`src/rtl/wg_pkg.sv`:
```
// Shared types and elaboration-time helpers for the burst waveform generator.
// Assumes: sample width of at least 4 bits, so a quarter-wave table has >= 4 entries.
package wg_pkg;

    typedef enum logic [1:0] {
        SHP_SQUARE = 2'd0,
        SHP_SINE   = 2'd1,
        SHP_SAW    = 2'd2,
        SHP_TRI    = 2'd3
    } wg_shape_e;

    typedef enum logic [1:0] {
        ST_IDLE  = 2'd0,
        ST_RUN   = 2'd1,
        ST_DRAIN = 2'd2
    } wg_state_e;

    // Magnitude of entry idx in an n-entry quarter-wave table, peak amp, sampled at bin centres.
    function automatic int qtr_mag(input int idx, input int n, input int amp);
        real ang;
        ang = (real'(idx) + 0.5) * 3.14159265358979 / (2.0 * real'(n));
        return $rtoi(real'(amp) * $sin(ang) + 0.5);
    endfunction

endpackage

```
`src/rtl/wg_sine_quarter.sv`:
```
// Quarter-wave sine source with mirroring.
// Maps a phase word to an offset sine sample: upper half-wave above midscale, lower below.
// Assumes: the phase word spans one full period over 2**DATA_W codes.
module wg_sine_quarter #(
    parameter int DATA_W = 8
) (
    input  logic [DATA_W-1:0] phase_i,
    output logic [DATA_W-1:0] sine_o
);
    localparam int IDX_W = DATA_W - 2;
    localparam int QN    = 1 << IDX_W;
    localparam int AMP   = (1 << (DATA_W - 1)) - 1;

    logic [DATA_W-2:0] tbl [QN];
    logic [IDX_W-1:0]  ix;
    logic [DATA_W-2:0] mag;

    // Table entries are constants computed at elaboration.
    for (genvar g = 0; g < QN; g++) begin : g_tbl
        localparam int VI = wg_pkg::qtr_mag(g, QN, AMP);
        assign tbl[g] = VI[DATA_W-2:0];
    end

    // Mirror the index in odd quadrants, flip the sign in the lower half-wave.
    always_comb begin
        ix  = phase_i[DATA_W-2] ? ~phase_i[IDX_W-1:0] : phase_i[IDX_W-1:0];
        mag = tbl[ix];
        sine_o = phase_i[DATA_W-1] ? {1'b0, ~mag} : {1'b1, mag};
    end
endmodule

```
`src/rtl/wg_shaper.sv`:
```
// Converts a sample index into a shaped sample value.
// Assumes: index_i < SPP; the phase is floor(index*2**DATA_W/SPP).
module wg_shaper #(
    parameter int DATA_W = 8,
    parameter int SPP    = 250
) (
    input  logic [$clog2(SPP)-1:0] index_i,
    input  wg_pkg::wg_shape_e      shape_i,
    output logic [DATA_W-1:0]      sample_o
);
    localparam int KW = $clog2(SPP);
    localparam int NW = KW + DATA_W;

    logic [NW-1:0]     num;
    logic [NW-1:0]     quo;
    logic [DATA_W-1:0] phase;
    logic [DATA_W-1:0] ramp2;
    logic [DATA_W-1:0] sine;

    // Scale the index onto a full-range phase word.
    always_comb begin
        num   = {index_i, {DATA_W{1'b0}}};
        quo   = num / NW'(SPP);
        phase = quo[DATA_W-1:0];
        ramp2 = {phase[DATA_W-2:0], 1'b0};
    end

    wg_sine_quarter #(.DATA_W(DATA_W)) u_sine (
        .phase_i(phase),
        .sine_o (sine)
    );

    // Pick the shape.
    always_comb begin
        unique case (shape_i)
            wg_pkg::SHP_SQUARE: sample_o = phase[DATA_W-1] ? '0 : '1;
            wg_pkg::SHP_SINE:   sample_o = sine;
            wg_pkg::SHP_SAW:    sample_o = phase;
            default:            sample_o = phase[DATA_W-1] ? ~ramp2 : ramp2;
        endcase
    end
endmodule

```
`src/rtl/wg_sequencer.sv`:
```
// Burst control: latches shape and channel on start, steps the sample index on ticks,
// counts periods and drains for one cycle after the final sample.
// Assumes: SPP >= 2 and PERIODS >= 2.
module wg_sequencer #(
    parameter int SPP     = 250,
    parameter int PERIODS = 1000
) (
    input  logic                   clk,
    input  logic                   rst_n,
    input  logic                   start_i,
    input  logic [1:0]             shape_i,
    input  logic [1:0]             chan_i,
    input  logic                   tick_i,
    output logic [$clog2(SPP)-1:0] index_o,
    output wg_pkg::wg_shape_e      shape_o,
    output logic [1:0]             chan_o,
    output logic                   emit_o,
    output logic                   fin_o,
    output logic                   busy_o
);
    localparam int KW = $clog2(SPP);
    localparam int PW = $clog2(PERIODS);
    localparam logic [KW-1:0] K_LAST = KW'(SPP - 1);
    localparam logic [PW-1:0] P_LAST = PW'(PERIODS - 1);

    wg_pkg::wg_state_e state_q;
    logic [KW-1:0]     k_q;
    logic [PW-1:0]     per_q;

    // Burst state machine with sample and period counters.
    always_ff @(posedge clk) begin
        if (!rst_n) begin
            state_q <= wg_pkg::ST_IDLE;
            k_q     <= '0;
            per_q   <= '0;
            shape_o <= wg_pkg::SHP_SQUARE;
            chan_o  <= '0;
        end else begin
            unique case (state_q)
                wg_pkg::ST_IDLE: if (start_i) begin
                    state_q <= wg_pkg::ST_RUN;
                    k_q     <= '0;
                    per_q   <= '0;
                    shape_o <= wg_pkg::wg_shape_e'(shape_i);
                    chan_o  <= chan_i;
                end
                wg_pkg::ST_RUN: if (tick_i) begin
                    if (k_q == K_LAST) begin
                        k_q <= '0;
                        if (per_q == P_LAST) state_q <= wg_pkg::ST_DRAIN;
                        else                 per_q   <= per_q + 1'b1;
                    end else begin
                        k_q <= k_q + 1'b1;
                    end
                end
                default: state_q <= wg_pkg::ST_IDLE;
            endcase
        end
    end

    // Decoded controls for the output stage.
    always_comb begin
        index_o = k_q;
        emit_o  = (state_q == wg_pkg::ST_RUN) && tick_i;
        fin_o   = (state_q == wg_pkg::ST_DRAIN);
        busy_o  = (state_q != wg_pkg::ST_IDLE);
    end
endmodule

```
`src/rtl/wg_burst_gen.sv`:
```
// Top of the burst waveform generator: sequencer, shaper and registered output stage.
// Assumes: tick_i is a one-cycle-per-sample enable synchronous to clk.
module wg_burst_gen #(
    parameter int DATA_W  = 8,
    parameter int SPP     = 250,
    parameter int PERIODS = 1000
) (
    input  logic              clk,
    input  logic              rst_n,
    input  logic              start_i,
    input  logic [1:0]        shape_i,
    input  logic [1:0]        chan_i,
    input  logic              tick_i,
    output logic [DATA_W-1:0] sample_o,
    output logic              valid_o,
    output logic [1:0]        chan_o,
    output logic              busy_o,
    output logic              done_o
);
    localparam int KW = $clog2(SPP);
    localparam logic [DATA_W-1:0] MID = DATA_W'(1 << (DATA_W - 1));

    logic [KW-1:0]      index;
    wg_pkg::wg_shape_e  shape;
    logic               emit;
    logic               fin;
    logic [DATA_W-1:0]  shaped;

    wg_sequencer #(.SPP(SPP), .PERIODS(PERIODS)) u_seq (
        .clk    (clk),
        .rst_n  (rst_n),
        .start_i(start_i),
        .shape_i(shape_i),
        .chan_i (chan_i),
        .tick_i (tick_i),
        .index_o(index),
        .shape_o(shape),
        .chan_o (chan_o),
        .emit_o (emit),
        .fin_o  (fin),
        .busy_o (busy_o)
    );

    wg_shaper #(.DATA_W(DATA_W), .SPP(SPP)) u_shp (
        .index_i (index),
        .shape_i (shape),
        .sample_o(shaped)
    );

    // Register the sample, its strobe and the end-of-burst pulse.
    always_ff @(posedge clk) begin
        if (!rst_n) begin
            sample_o <= MID;
            valid_o  <= 1'b0;
            done_o   <= 1'b0;
        end else begin
            valid_o <= emit;
            done_o  <= fin;
            if (emit)     sample_o <= shaped;
            else if (fin) sample_o <= MID;
        end
    end
endmodule

```
`config.mk`:
```
export PLATFORM = sky130hd
export DESIGN_NAME = wg_burst_gen
export DESIGN_NICKNAME = d
export VERILOG_FILES = /design/src/rtl/wg_pkg.sv /design/src/rtl/wg_sine_quarter.sv /design/src/rtl/wg_shaper.sv /design/src/rtl/wg_sequencer.sv /design/src/rtl/wg_burst_gen.sv
export SDC_FILE = /design/constraint.sdc
export NUM_CORES = 1
export LEC_CHECK = 0
export BUFFER_PORTS_ARGS = -buffer_cell sky130_fd_sc_hd__buf_2
export CORE_ASPECT_RATIO = 0.8
export CORE_MARGIN = 10
export CORE_UTILIZATION = 55
export CTS_CLUSTER_DIAMETER = 100
export DETAILED_ROUTE_END_ITERATION = 7
export PLACE_DENSITY = 0.7
export SLEW_MARGIN = 20
export SYNTH_ARGS = -nofsm -noshare
export SYNTH_HDL_FRONTEND = slang
export SYNTH_SLANG_ARGS = --single-unit
```
`constraint.sdc`:
```
create_clock -name clk -period 12.56 [get_ports clk]
set_clock_uncertainty 0.15 [all_clocks]
set_input_delay 0 -clock clk [delete_from_list [all_inputs] [get_ports clk]]
set_output_delay 0 -clock clk [all_outputs]
set_load 0.03 [all_outputs]
```
== After elaboration in Yosys (flattened, before gate mapping) ==
Memory sizes are Yosys's and may differ from the RTL's.
Index checks and enable logic that the tools add are counted.

* Register bits after elaboration: 34
* Bits in latches: 0
* RAM bits: 0
* Bits in read-only memories: 448
* Input port bits: 8
* Output and inout bits: 13
* Word-level logic and storage cells: 61
* Memories: 1

* $add $sub $neg: 2
* Multipliers: 0
* Div/mod/pow operators: 1
* Order comparisons: 1
* Equality and inequality tests: 11
* Shifts and indexed selects: 0
* Mux-type cells: 23
* Bitwise gates (word level): 4
* Reduce and logical (&&, ||, !) cells: 10

{| class="wikitable"
|+ Memory list
! name !! depth !! width !! rd ports !! clocked after Yosys merged registers in !! write ports !! RTL line !! RTL
|-
| (name not given) || 64 || 7 || 1 || 0 || 0 || wg_sine_quarter.sv:27 || <nowiki>mag = tbl[ix];</nowiki>
|}

{| class="wikitable"
|+ Operators with widths
! operator !! number
|-
| two-way mux 8 bit || 8
|-
| two-way mux 10 bit || 4
|-
| one-hot mux 8 bit (3 select lines) || 1
|-
| one-hot mux 10 bit (2 select lines) || 1
|-
| divider 16 x 8 -> 16 bit, second input constant || 1
|-
| one-hot mux 8 bit (2 select lines) || 1
|-
| two-way mux 7 bit || 2
|-
| adder 10 x 1 -> 10 bit, second input constant || 1
|-
| == test 10 bit, second input constant || 1
|-
| adder 8 x 1 -> 8 bit, second input constant || 1
|-
| == test 8 bit, second input constant || 1
|-
| two-way mux 2 bit || 4
|-
| inverter 8 bit || 1
|-
| >= comparator 7 bit, second input constant || 1
|-
| inverter 6 -> 7 bit || 1
|-
| inverter 7 bit || 1
|-
| two-way mux 6 bit || 1
|-
| != test 2 bit, second input constant || 3
|-
| inverter 6 bit || 1
|-
| nonzero test 2 bit || 3
|-
| AND reduction 5 bit || 1
|-
| == test 2 x 1 -> 1 bit, second input constant || 2
|-
| == test 2 bit, second input constant || 2
|-
| zero test 2 bit || 2
|-
| other kinds (6) || 7
|}

== Logic depth before layout (Yosys ltp) ==
* Word-level depth: 11
* Gate-level depth with buffers: 54
* Gate-level depth less buffers: 49

== Modules after synthesis ==
A second synthesis with hierarchy kept.

* Cells, all modules: 668
* Area, all modules: 5053.6 sq um

{| class="wikitable"
|+ By module, submodules not included
! module !! times used !! cells each !! area an instance (sq um) !! seq. area each (sq um)
|-
| wg_shaper || 1 || 305 || 2175.8 || 0.0
|-
| wg_sequencer || 1 || 150 || 1280.0 || 480.5
|-
| wg_sine_quarter || 1 || 175 || 1219.9 || 0.0
|-
| wg_burst_gen || 1 || 38 || 377.9 || 200.2
|}

== Least setup slack after synthesis ==
OpenSTA, ideal clock, no wires.

* Kind: reg2reg
* Start point: register u_seq.k_q[0], in the netlist u_seq.index_o[0]
* End point: register sample_o[1]
* Library setup time: 124 ps
* Data arrival time: 9864 ps
* Data required time: 12286 ps
* Setup slack: 2422 ps
* Stages on the path, launching flop included: 51
* Path buffers: 5
* Period minus slack after synthesis: 10138 ps
* Path through: dfxtp_1 > buf_2 > inv_1 > ha_1 > nor3_1 > nor3_1 > xnor2_1 > inv_1 > ha_1 > a31oi_1 > nor2_1 > a21oi_1 > buf_2 > xnor2_1 > ha_1 > buf_1 > inv_1 > a31oi_1 > (+15 left out) > a211oi_2 > nor2_1 > and3_1 > or4_1 > buf_2 > a31o_4 > nor3_1 > nor2_1 > ha_1 > nor2_1 > a21oi_1 > nor2_1 > a221oi_1 > a211o_1 > o31ai_1 > nand3_1 > a32oi_1 > nand3_1

* Word-level cells in the longest chain between the ends: 11
* Elaborated cells on any way between the ends: 14
* Those cells by class: div: 1; mux: 8; bitwise: 4; memory: 1

{| class="wikitable"
|+ Ends and longest elaborated chain
! item !! RTL line !! RTL
|-
| from (decl) || wg_sequencer.sv:27 || <nowiki>logic [KW-1:0] k_q;</nowiki>
|-
| from (signal assigned) || wg_sequencer.sv:53 || <nowiki>k_q <= k_q + 1'b1;</nowiki>
|-
| divider 16 x 8 -> 16 bit (*) || wg_shaper.sv:23 || <nowiki>quo = num / NW'(SPP);</nowiki>
|-
| inverter 6 bit || wg_sine_quarter.sv:26 || <nowiki>ix = phase_i[DATA_W-2] ? ~phase_i[IDX_W-1:0] : phase_i[IDX_W-1:0];</nowiki>
|-
| two-way mux 6 bit || wg_sine_quarter.sv:26 ||
|-
| inverter 6 -> 7 bit (not written as such) || wg_sine_quarter.sv:27 ||
|-
| memory read (64 x 7 bit) || -- ||
|-
| two-way mux 7 bit (not written as such) (2 in series) || wg_sine_quarter.sv:27 ||
|-
| inverter 7 bit || wg_sine_quarter.sv:28 || <nowiki>sine_o = phase_i[DATA_W-1] ? {1'b0, ~mag} : {1'b1, mag};</nowiki>
|-
| two-way mux 8 bit || wg_sine_quarter.sv:28 ||
|-
| one-hot mux 8 bit (3 select lines) (*) || wg_shaper.sv:35 || <nowiki>unique case (shape_i)</nowiki>
|-
| two-way mux 8 bit (*) || wg_burst_gen.sv:59 || <nowiki>if (emit) sample_o <= shaped;</nowiki>
|-
| to (signal assigned) || wg_burst_gen.sv:59 ||
|-
| to (decl) || wg_burst_gen.sv:14 || <nowiki>output logic [DATA_W-1:0] sample_o,</nowiki>
|}

Every way passes the cells marked *; elsewhere a longest branch is shown, timed or not. The select of a mux whose other input is x is not followed.
A chain may end at the register's enable or synchronous reset.

== Final worst setup path ==
* Start point: register u_seq.k_q[1], in the netlist u_seq.index_o[1]
* End point: register sample_o[2]

Same word-level chain as after synthesis.

==> flow_metrics.env <==
export IMPL_io_buffers=20
export IMPL_path_buf_inv=9
export IMPL_synthSimpleGateAreaFrac_pct=29.95
export IMPL_synth_warning_count=0
export IMPL_hold_path_class="primary input to flip-flop"
export IMPL_grt_start_max_net_pins=25
export IMPL_finalWirelength_um=13810
export IMPL_cpPeakStageDelay_ns=0.67
export IMPL_ys_ff_latch=34
export IMPL_cap_viol_max_count=0
export IMPL_synth_edf_count=0
export IMPL_whs_ns=0.07114
export IMPL_coreArea_sq_um=8408
export IMPL_dieArea_sq_um=12700
export IMPL_track_usage_pct=21.10
export IMPL_rows=30
export IMPL_worstSetupPathType="flip-flop to flip-flop"
export IMPL_ios=21
export IMPL_synth_area_sq_um=4717
export IMPL_period_needed_ns=11.59
export IMPL_wire_per_inst_um=17.48
export IMPL_status="completed"
export IMPL_crit_path_top_delay_cell="or4_1"
export IMPL_synth_top_area_share_pct=14.43
export IMPL_place_congestion=0.9385
export IMPL_path_clk_slew_ns=0.07
export IMPL_cp_depth=50
export IMPL_reg2reg_depth=50
export IMPL_synth_top_family_by_area="compound AO/OA/AOI/OAI gates"
export IMPL_cp_common_cell="ha_1"
export IMPL_final_area_sq_um=5124
export IMPL_setup_viol=0
export IMPL_switching_share_pct=28.63
export IMPL_place_area_sq_um=4801
export IMPL_combPwrFrac_pct=19.7
export IMPL_worstPathRequired_ns=12.59
export IMPL_critPathCaptureType="flip-flop"
export IMPL_numCtsBuffers=5
export IMPL_slew_headroom_pct=33.15
export IMPL_synth_compound_area_share_pct=34.51
export IMPL_synthArstFlopShare_pct=0
export IMPL_cts_tree="yes"
export IMPL_grt_pass1_wl_um=22780
export IMPL_drtAntennaViolNets=0
export IMPL_final_setup_worst_slack_ns=0.9746
export IMPL_drtIter0Drc=597
export IMPL_vias=5250
export IMPL_synthFlopType="dfxtp_1"
export IMPL_ys_types=96
export IMPL_r2r_start="u_seq.index_o[1]$_SDFFE_PN0P_"
export IMPL_cp_start_kind="flip-flop"
export IMPL_dp_hpwl_um=10100
export IMPL_worst_slew_pin_slew_ns=0.9955
export IMPL_layout_nets=704
export IMPL_drt_vias_per_instance=6.646
export IMPL_final_cell_mix="nand2_1 (79), nor2_1 (79), a21oi_1 (51), dfxtp_1 (33), o21ai_0 (25)"
export IMPL_r2r_slack_ns=0.97
export IMPL_p_clk_share_pct=41.6
export IMPL_power_leakage_nw=1.938
export IMPL_dp_slack_ns=0.7791
export IMPL_die_x_um=123.5
export IMPL_min_from="tick_i"
export IMPL_fillCellCount=779
export IMPL_yosysTopAreaCell="dfxtp_1"
export IMPL_start_util_pct=56.10
export IMPL_hold_depth=4
export IMPL_synthMuxAreaShare_pct=3.793
export IMPL_r2r_end="sample_o[2]$_SDFFE_PN0P_"
export IMPL_clk_latency_ns=0.29
export IMPL_crit_arrival_ns=11.61
export IMPL_netlist_top_cells_area="dfxtp_1 (14%), nand2_1 (6.3%), nor2_1 (6.3%)"
export IMPL_cts_buffer_depth=2
export IMPL_area_growth_pct=8.621
export IMPL_drive_gt1_share_pct=12.98
export IMPL_avgSynthCellArea_sq_um=7.051
export IMPL_pwr_share_seq_pct=38.7
export IMPL_drc_errors=0
export IMPL_p_per_area_nw_per_um2=60.04
export IMPL_gr_total_overflow=0
export IMPL_whs_endpoint="u_seq.state_q[1]$_SDFFE_PN0P_"
export IMPL_synth_yosys_seq_area_share_pct=14.43
export IMPL_hold_violations=0
export IMPL_diodes=0
export IMPL_vdd_drop_max_mv=0.07612
export IMPL_period_share_pct=92.24
export IMPL_crit_fanout=24
export IMPL_syn_inst=669
export IMPL_syn_nets=696
export IMPL_internal_power_w=0.0002196
export IMPL_cts_sinks=34
export IMPL_fmax_mhz=86.32
export IMPL_synth_adder_area_share_pct=5.040
export IMPL_root_buffer="clkbuf_8"
export IMPL_cp_top_family="compound AO/OA/AOI/OAI gates"
export IMPL_grt_pass1_vias=4726
export IMPL_firstDrtPassIters=5
export IMPL_switching_power_w=0.00008807
export IMPL_slew_violations=0
export IMPL_die_height_um=102.8
export IMPL_htree_levels=2
export IMPL_antenna_found_initial=0
export IMPL_fin_util_pct=60.94
export IMPL_power_total_w=0.0003076
export IMPL_synthXorXnorAreaFrac_pct=6.472
## power by group through the flow
stage / Combinational (W) / Clock, W / Sequential, W
3_3_place_gp: 0.0000554 / 0 / 0.000121
4_1_cts: 0.0000596 / 0.000129 / 0.000119
3_5_place_dp: 0.0000562 / 0 / 0.000121
5_1_grt: 0.0000668 / 0.000135 / 0.000120
6_report: 0.0000606 / 0.000128 / 0.000119
2_1_floorplan: 0.0000401 / 0 / 0.000123
## state kept, by name, summed over array words and instances (netlist names)
name,cells
u_seq.per_q,10
done_o,1
u_seq.shape_o,2
u_seq.index_o,8
u_seq.state_q,2
sample_o,8
valid_o,1
u_seq.chan_o,2
## per-stage QoR
stage          std cells  setup TNS (ns)
6_report             790               0
3_5_place_dp         768               0
5_1_grt              790       -0.004488
4_1_cts              787               0
2_1_floorplan        669               0
3_3_place_gp         768               0
## cell usage after synthesis (7+ instances only)
cell      count
nand2b_1      8
and2_1       10
xnor2_1      21
clkbuf_1     17
and3_1       13
o21ai_0      25
o31a_1        7
o211ai_1     16
a21boi_0      7
nor2b_1       7
dfxtp_1      34
nor3_1       21
nor2_1       79
nand3_1      17
ha_1         19
a31oi_1      15
nand4_1      14
mux2i_1      10
buf_2        11
a211oi_1      8
a21oi_1      51
inv_1        18
xor2_1       12
nand2_1      79
## worst reg2reg max path: cells and delay by family (launching register included)
family / cells / cell delay, ns
adders and majority gates: 6 / 1.95
and+or+nand+nor: 13 / 2.93
DFF: 1 / 0.56
buffers and inverters: 9 / 1.39
AOI/OAI and AO/OA: 17 / 3.38
xor gates and xnor gates: 4 / 0.85
muxes: 1 / 0.26
## repair_timing
| item | CTS | global route |
|---|---|---|
| buffers inserted | 0 | 3 |
| endpoints found under the hold margin | 13 | 0 |
| hold buffers | 11 | 0 |
| gates resized for setup | 0 | 7 |
| endpoints found under the setup margin | 0 | 6 |
## metal layers
layer	track usage [%]	wire [um]	vias up
li1	-	-	2514
met1	30.71	6504	2442
met2	31.23	5993	263
met3	4.160	1162	31
met4	4.290	152	0
met5	0	0	-
## cell type report
type                       instances  area [sq um]  share of cell area [%]
sequential                        34         681.9                   13.31
clock buffer                       6         82.58                   1.612
clock inverter                     2         60.06                   1.172
tap                              112         140.1                   2.735
multi-input combinational        576          3809                   74.33
inverter                          22         87.58                   1.709
timing repair buffer              38         262.8                   5.128
## worst max-delay path by stage
stage                                   from                       end
2_1_floorplan  u_seq.index_o[0]$_SDFFE_PN0P_  sample_o[1]$_SDFFE_PN0P_
3_3_place_gp   u_seq.index_o[0]$_SDFFE_PN0P_  sample_o[1]$_SDFFE_PN0P_
3_5_place_dp   u_seq.index_o[0]$_SDFFE_PN0P_  sample_o[1]$_SDFFE_PN0P_
4_1_cts        u_seq.index_o[0]$_SDFFE_PN0P_  sample_o[1]$_SDFFE_PN0P_
5_1_grt        u_seq.index_o[0]$_SDFFE_PN0P_  sample_o[2]$_SDFFE_PN0P_
6_report       u_seq.index_o[1]$_SDFFE_PN0P_  sample_o[2]$_SDFFE_PN0P_
## logic make-up after synthesis
family	count (synthesis)
AOI/OAI and AO/OA	221
xor gates and xnor gates	34
adders and majority gates	19
buffers and inverters	59
DFF	34
muxes	16
and+or+nand+nor	286
Power figures use the tool's default switching activity.
